--- config.mk ---
export PLATFORM = sky130hd
export DESIGN_NAME = accuracy_pair
export DESIGN_NICKNAME = d
export VERILOG_FILES = /design/src/rtl/accuracy_pair.sv
export SDC_FILE = /design/constraint.sdc
export NUM_CORES = 1
export LEC_CHECK = 0
export ABC_AREA = 1
export BUFFER_PORTS_ARGS = -buffer_cell sky130_fd_sc_hd__clkbuf_2
export CAP_MARGIN = 20
export CELL_PAD_IN_SITES_DETAIL_PLACEMENT = 1
export CELL_PAD_IN_SITES_GLOBAL_PLACEMENT = 1
export CORE_ASPECT_RATIO = 0.6
export CORE_MARGIN = 10
export CORE_UTILIZATION = 28
export CTS_BUF_LIST = sky130_fd_sc_hd__clkbuf_4 sky130_fd_sc_hd__clkbuf_8 sky130_fd_sc_hd__clkbuf_16
export CTS_CLUSTER_DIAMETER = 60
export DETAILED_ROUTE_END_ITERATION = 8
export PLACE_DENSITY_LB_ADDON = 0.1
export SKIP_CTS_REPAIR_TIMING = 1
export SLEW_MARGIN = 40
export SYNTH_ARGS = -nofsm -noshare
export SYNTH_HDL_FRONTEND = slang
export SYNTH_SLANG_ARGS = --single-unit
--- constraint.sdc ---
create_clock -name clk -period 4.6 [get_ports clk]
set_clock_uncertainty 0.15 [all_clocks]
set_input_delay 0.92 -clock clk [delete_from_list [all_inputs] [get_ports clk]]
set_output_delay 0.92 -clock clk [all_outputs]
set_load 0.02 [all_outputs]
--- src/rtl/accuracy_pair.sv ---
module accuracy_pair #(
  parameter int ACC_W  = 16,
  parameter int FRAC_W = 16,
  parameter int RATE_W = 16
) (
  input  logic              clk,
  input  logic              rst_n,
  input  logic              tick,
  input  logic              load,
  input  logic [ACC_W-1:0]  load_neg,
  input  logic [ACC_W-1:0]  load_pos,
  input  logic [RATE_W-1:0] drift_neg,
  input  logic [RATE_W-1:0] drift_pos,
  input  logic              amort_en,
  input  logic [RATE_W-1:0] dec_neg,
  input  logic [RATE_W-1:0] dec_pos,
  input  logic              evt,
  output logic [ACC_W-1:0]  acc_neg,
  output logic [ACC_W-1:0]  acc_pos,
  output logic [ACC_W-1:0]  snap_neg,
  output logic [ACC_W-1:0]  snap_pos
);
  localparam int TOT_W = ACC_W + FRAC_W;
  localparam int EXT_W = TOT_W + 2;

  logic [ACC_W-1:0]  ld_v  [2];
  logic [RATE_W-1:0] inc_v [2];
  logic [RATE_W-1:0] sub_v [2];

  assign ld_v[0]  = load_neg;
  assign ld_v[1]  = load_pos;
  assign inc_v[0] = drift_neg;
  assign inc_v[1] = drift_pos;
  assign sub_v[0] = dec_neg;
  assign sub_v[1] = dec_pos;

  for (genvar g = 0; g < 2; g++) begin : lane
    logic [TOT_W-1:0]        acc_q;
    logic [ACC_W-1:0]        snap_q;
    logic signed [EXT_W-1:0] sum;
    logic [TOT_W-1:0]        nxt;

    assign sum = $signed({2'b00, acc_q})
               + $signed({{(EXT_W-RATE_W){1'b0}}, inc_v[g]})
               - $signed(amort_en ? {{(EXT_W-RATE_W){1'b0}}, sub_v[g]} : {EXT_W{1'b0}});

    assign nxt = sum[EXT_W-1] ? '0 :
                 sum[TOT_W]   ? '1 : sum[TOT_W-1:0];

    always_ff @(posedge clk) begin
      if (!rst_n) begin
        acc_q  <= '0;
        snap_q <= '0;
      end else begin
        if (load)      acc_q <= {ld_v[g], {FRAC_W{1'b0}}};
        else if (tick) acc_q <= nxt;
        if (evt)       snap_q <= acc_q[TOT_W-1 -: ACC_W];
      end
    end
  end

  assign acc_neg  = lane[0].acc_q[TOT_W-1 -: ACC_W];
  assign acc_pos  = lane[1].acc_q[TOT_W-1 -: ACC_W];
  assign snap_neg = lane[0].snap_q;
  assign snap_pos = lane[1].snap_q;
endmodule

== After elaboration in Yosys (flattened, before gate mapping) ==
Index checks and enable logic that the tools add are counted.

* Flip-flop bits (word level): 96
* Output and inout port bits: 64

* Add/sub/neg operators: 4
* Mux-type cells: 10
* Bitwise operators: 1
* Reduce and logical (&&, ||, !) cells: 2

{| class="wikitable"
|+ Operators by type and width
! operator !! count
|-
| $mux 32 || 8
|-
| $sub 33x16->34 || 2
|-
| $add 32x16->33 || 2
|-
| $mux 16 || 2
|-
| $reduce_bool 2->1 || 1
|-
| $reduce_or 2->1 || 1
|-
| $not 1->1 || 1
|}

== Logic depth before layout (Yosys ltp) ==
* Word-level depth: 6
* Depth in mapped cells: 21

== Worst setup path after synthesis ==
No wires, ideal clock.

* Path type: input to register
* Start: input amort_en
* End: register lane[1].acc_q[16]
* Library setup time: 0.135 ns
* Data arrival time: 3.214 ns
* Slack: 1.101 ns
* Stages on the path: 19
* Path buffers: 2
* Path through: clkbuf_1 -> nand2_1 -> inv_1 -> fa_1 -> inv_1 -> fa_1 -> nand3_1 -> nand3_2 -> nand2_1 -> nand2_2 -> nand2_1 -> nand2_1 -> nand2_1 -> nand3_1 -> nand2_2 -> buf_6 -> nand2_1 -> nand2_1 -> a21oi_1

* Word-level cells in the longest chain between the ends: 6

{| class="wikitable"
|+ Ends and longest elaborated chain
! what !! RTL line !! RTL
|-
| start: declaration || 14 || <nowiki>input logic amort_en,</nowiki>
|-
| $mux 16 * || 45 || <nowiki>- $signed(amort_en ? {{(EXT_W-RATE_W){1'b0}}, sub_v[g]} : {EXT_W{1'b0}});</nowiki>
|-
| $sub 33x16->34 * || 45 ||
|-
| $mux 32 || 48 || <nowiki>sum[TOT_W] ? '1 : sum[TOT_W-1:0];</nowiki>
|-
| $mux 32 * || 47 || <nowiki>assign nxt = sum[EXT_W-1] ? '0 :</nowiki>
|-
| $mux 32 * || 56 || <nowiki>else if (tick) acc_q <= nxt;</nowiki>
|-
| $mux 32 * || 55 || <nowiki>if (load) acc_q <= {ld_v[g], {FRAC_W{1'b0}}};</nowiki>
|-
| end signal: assignment || 55 ||
|-
| end signal: assignment || 56 ||
|-
| end: declaration || 38 || <nowiki>logic [TOT_W-1:0] acc_q;</nowiki>
|}

Mark *: on every way between the ends. The rest lies on a longest branch, timed or not. The select of a mux whose other input is x is not followed.
A chain may end at the register's enable or synchronous reset.

== Worst setup path in the final report ==
* Start: input amort_en
* End: register lane[1].acc_q[3]

* Word-level cells in the longest chain between the ends: 4

{| class="wikitable"
|+ Ends and longest elaborated chain
! what !! RTL line
|-
| $mux 16 * || 45
|-
| $sub 33x16->34 * || 45
|-
| $mux 32 || 48
|-
| $mux 32 * || 47
|}

Mark *: on every way between the ends. The rest lies on a longest branch, timed or not.

==> run metrics <==
Top FF cell, synth=dfxtp_1; Leak Pwr=6.97 nW; RSZ-0062 raised after global routing=no; layout cells sized above 1=12.6%; Worst VDD drop=0.197 mV; Most Crowded Layer GR=met1; GR Util met1=30.5%; Netlist cell types=32; cells after synthesis=1841; vias in the first global route=11.2k; Setup TNS Final=0 ns; EDFF count, synth=0; Worst path max stage delay=0.48 ns; Remaining DRCs=0; fin. max-slew vios=0; Std-Cell Rows=55; Clock Latency Late Sink=0.40 ns; die area=46800 µm²; pre-CTS WS=0.153 ns; worst hold slack=0.317 ns; number of clock sinks=96; HP Class=flop to flop; vias per cell=4.49; period utilisation layout=88.1%; global-route track usage on met2=24.7%; number of synthesized register bits=96; average wire per standard cell=18.0 µm; P&R area growth vs syn=13.2%; drt pass-1 iters=5; pwr/cell area=401 nW/µm²; Synth Warn #=0; max-cap viol count=0; antenna cell count=0; port bufs=165; multi-input combinational cell area=6690 µm²; Sw Ratio=52.9%; CTS tree=yes; pin count of the biggest net entering global routing=45; setup violators final=0; Clock transition at path regs=0.08 ns; Post-Layout Cell Count=2474; Worst path most repeated cell=nand2_1; Filler cells=5168; ys async rst share=0%; P_int=2.29 mW; CP endpoint kind=flop; Die X=273 µm; Syn Nets=2043; DP HPWL=37400 µm; combinational power share=61.6%; I/O pin total=166; syn avg cell area=5.82 µm²; H-tree depth=3; Synth Cell Area=10700 µm²; Min Clock Period, post-route=4.05 ns; core area=37700 µm²; worst setup margin=0.549 ns; total congestion overflow=0; CP Max Fanout=22; register area share after synthesis=17.9%; fmax=247 MHz; Final #Nets=2158; Die Ht=172 µm; root buffer cell=clkbuf_16; total track usage=19.1%; Cell Chain, Critical Path=clkbuf_2 -> buf_12 -> nand2_1 -> inv_1 -> fa_1 -> inv_1 -> ha_1 -> nand2_1 -> nor2_1 -> nand2_1 -> nand2_2 -> nand2_1 -> nand2_1 -> nand2_1 -> nand2_1 -> nand2_1 -> nand2_2 -> buf_4 -> nand2_1 -> nand2_1 -> a21oi_1; sequential share of power=20.3%; Inserted Clock Buffers=9; Crit-path slowest cell=fa_1; Psw=2.58 mW; Clock Path Buffers=2; Post-DRT Antenna Nets=0; met3 usage=4.63%; required time of the critical path=4.70 ns; placer congestion estimate=0.894; Placed Cells=2458; Initial Utilization=28.4%; register area=1920 µm²; Slew @ Worst Pin=0.751 ns; routed vias=11.1k; Hold Vio Cnt, Final=0; 1st-iter DRT viols=686; outcome=complete, no violations; CP Launch Type=primary input; first-pass GRT wire length=68700 µm; Crit Path Class=primary input to flop; worst relative slew slack=49.6%; clock power share=18.1%; antenna violations before repair=0; Worst EP arrival=4.15 ns; final wirelength=44600 µm
final timing paths:
check / depth (start not counted) / to / slack, ns / from
setup / recovery: 21 / lane[1].acc_q[3]$_SDFFE_PP0P_ / 0.55 / amort_en
hold / removal: 2 / lane[0].acc_q[0]$_SDFFE_PP0P_ / 0.32 / lane[0].acc_q[0]$_SDFFE_PP0P_
hold reg to reg: 2 / lane[0].acc_q[0]$_SDFFE_PP0P_ / 0.32 / lane[0].acc_q[0]$_SDFFE_PP0P_
setup reg to reg: 17 / lane[0].acc_q[17]$_SDFFE_PN0P_ / 1.14 / lane[0].acc_q[7]$_SDFFE_PP0P_
power by group through the flow:
stage | logic, mW | clock network [mW] | registers, mW
2_1_floorplan | 2.11 | 0 | 0.999
5_1_grt | 3.39 | 0.945 | 0.998
3_5_place_dp | 2.97 | 0 | 1.01
3_3_place_gp | 2.94 | 0 | 1.00
6_report | 3.00 | 0.884 | 0.986
4_1_cts | 2.99 | 0.917 | 0.988
cell type report:
| class | instances | share of cell area (%) |
|---|---|---|
| Multi-Input combinational cell | 1231 | 55.1 |
| Sequential cell | 96 | 15.8 |
| Inverter | 443 | 13.7 |
| Timing Repair Buffer | 175 | 7.55 |
| Tap cell | 513 | 5.29 |
| Clock buffer | 11 | 1.98 |
| Clock inverter | 5 | 0.526 |
synthesized netlist by cell type (5+ instances only):
cell | count | share of area [%]
o21bai_1 | 9 | 0.63
clkbuf_1 | 29 | 1.0
nand2_2 | 10 | 0.58
ha_1 | 68 | 7.9
buf_6 | 10 | 1.1
nand4_1 | 19 | 1.1
nor2_1 | 73 | 2.6
and2_1 | 13 | 0.76
nor3_1 | 13 | 0.61
xnor2_1 | 30 | 2.5
buf_4 | 32 | 2.2
nor2_2 | 5 | 0.29
a22oi_1 | 32 | 2.2
inv_1 | 438 | 15
o21ai_0 | 38 | 1.8
nand3_1 | 47 | 2.2
fa_1 | 32 | 6.0
nand2_1 | 674 | 24
dfxtp_1 | 96 | 18
a21oi_2 | 18 | 1.5
nand3b_1 | 5 | 0.35
nand3_2 | 6 | 0.56
a21oi_1 | 123 | 5.7
logic make-up after synthesis:
kind of cell	Yosys count	share of synthesized area, %
buffers and inverters	514	19.8
AND/OR/NAND/NOR	878	33.7
adder cells (fa/ha/maj)	100	13.9
XOR/XNOR	30	2.45
flip-flops	96	17.9
AO/OA/AOI/OAI	223	12.2
stage by stage:
stage / utilization (%) / area, µm² / power (mW)
after floorplan: - / 10700 / 3.11
after global placement: 31.3 / 11800 / 3.94
after CTS: 32.2 / 12100 / 4.90
final: 32.2 / 12100 / 4.87
after global routing: 32.2 / 12100 / 5.33
after detailed placement: 31.4 / 11800 / 3.98
worst max-delay path, delay by kind of cell:
kind	cells	cell delay [ns]
AO/OA/AOI/OAI	1	0.07
adder cells (fa/ha/maj)	2	0.85
AND/OR/NAND/NOR	13	1.47
buffers and inverters	5	0.78
flip-flops by register name (all words and copies together) (netlist names):
| name | flops |
|---|---|
| lane.acc_q | 64 |
| snap_neg | 16 |
| snap_pos | 16 |
routing by layer:
metal  vias up  routed length [µm]
li1       5708                   -
met1      5133               25500
met2       258               15700
met3        21                3030
met4         0                 293
met5         -                   0
cells in the final DEF, fill, tap and decap left out, types with 10 or more instances in the layout:
cell	n
xnor2_1	30
nand4_1	19
nand3_1	47
inv_1	437
and2_1	13
dfxtp_1	96
ha_1	68
o21ai_0	38
nand2_1	673
a22oi_1	32
nor3_1	13
fa_1	32
clkbuf_2	164
nor2_1	72
a21oi_2	18
nand2_2	10
a21oi_1	123
(Power assumes the default switching activity.)
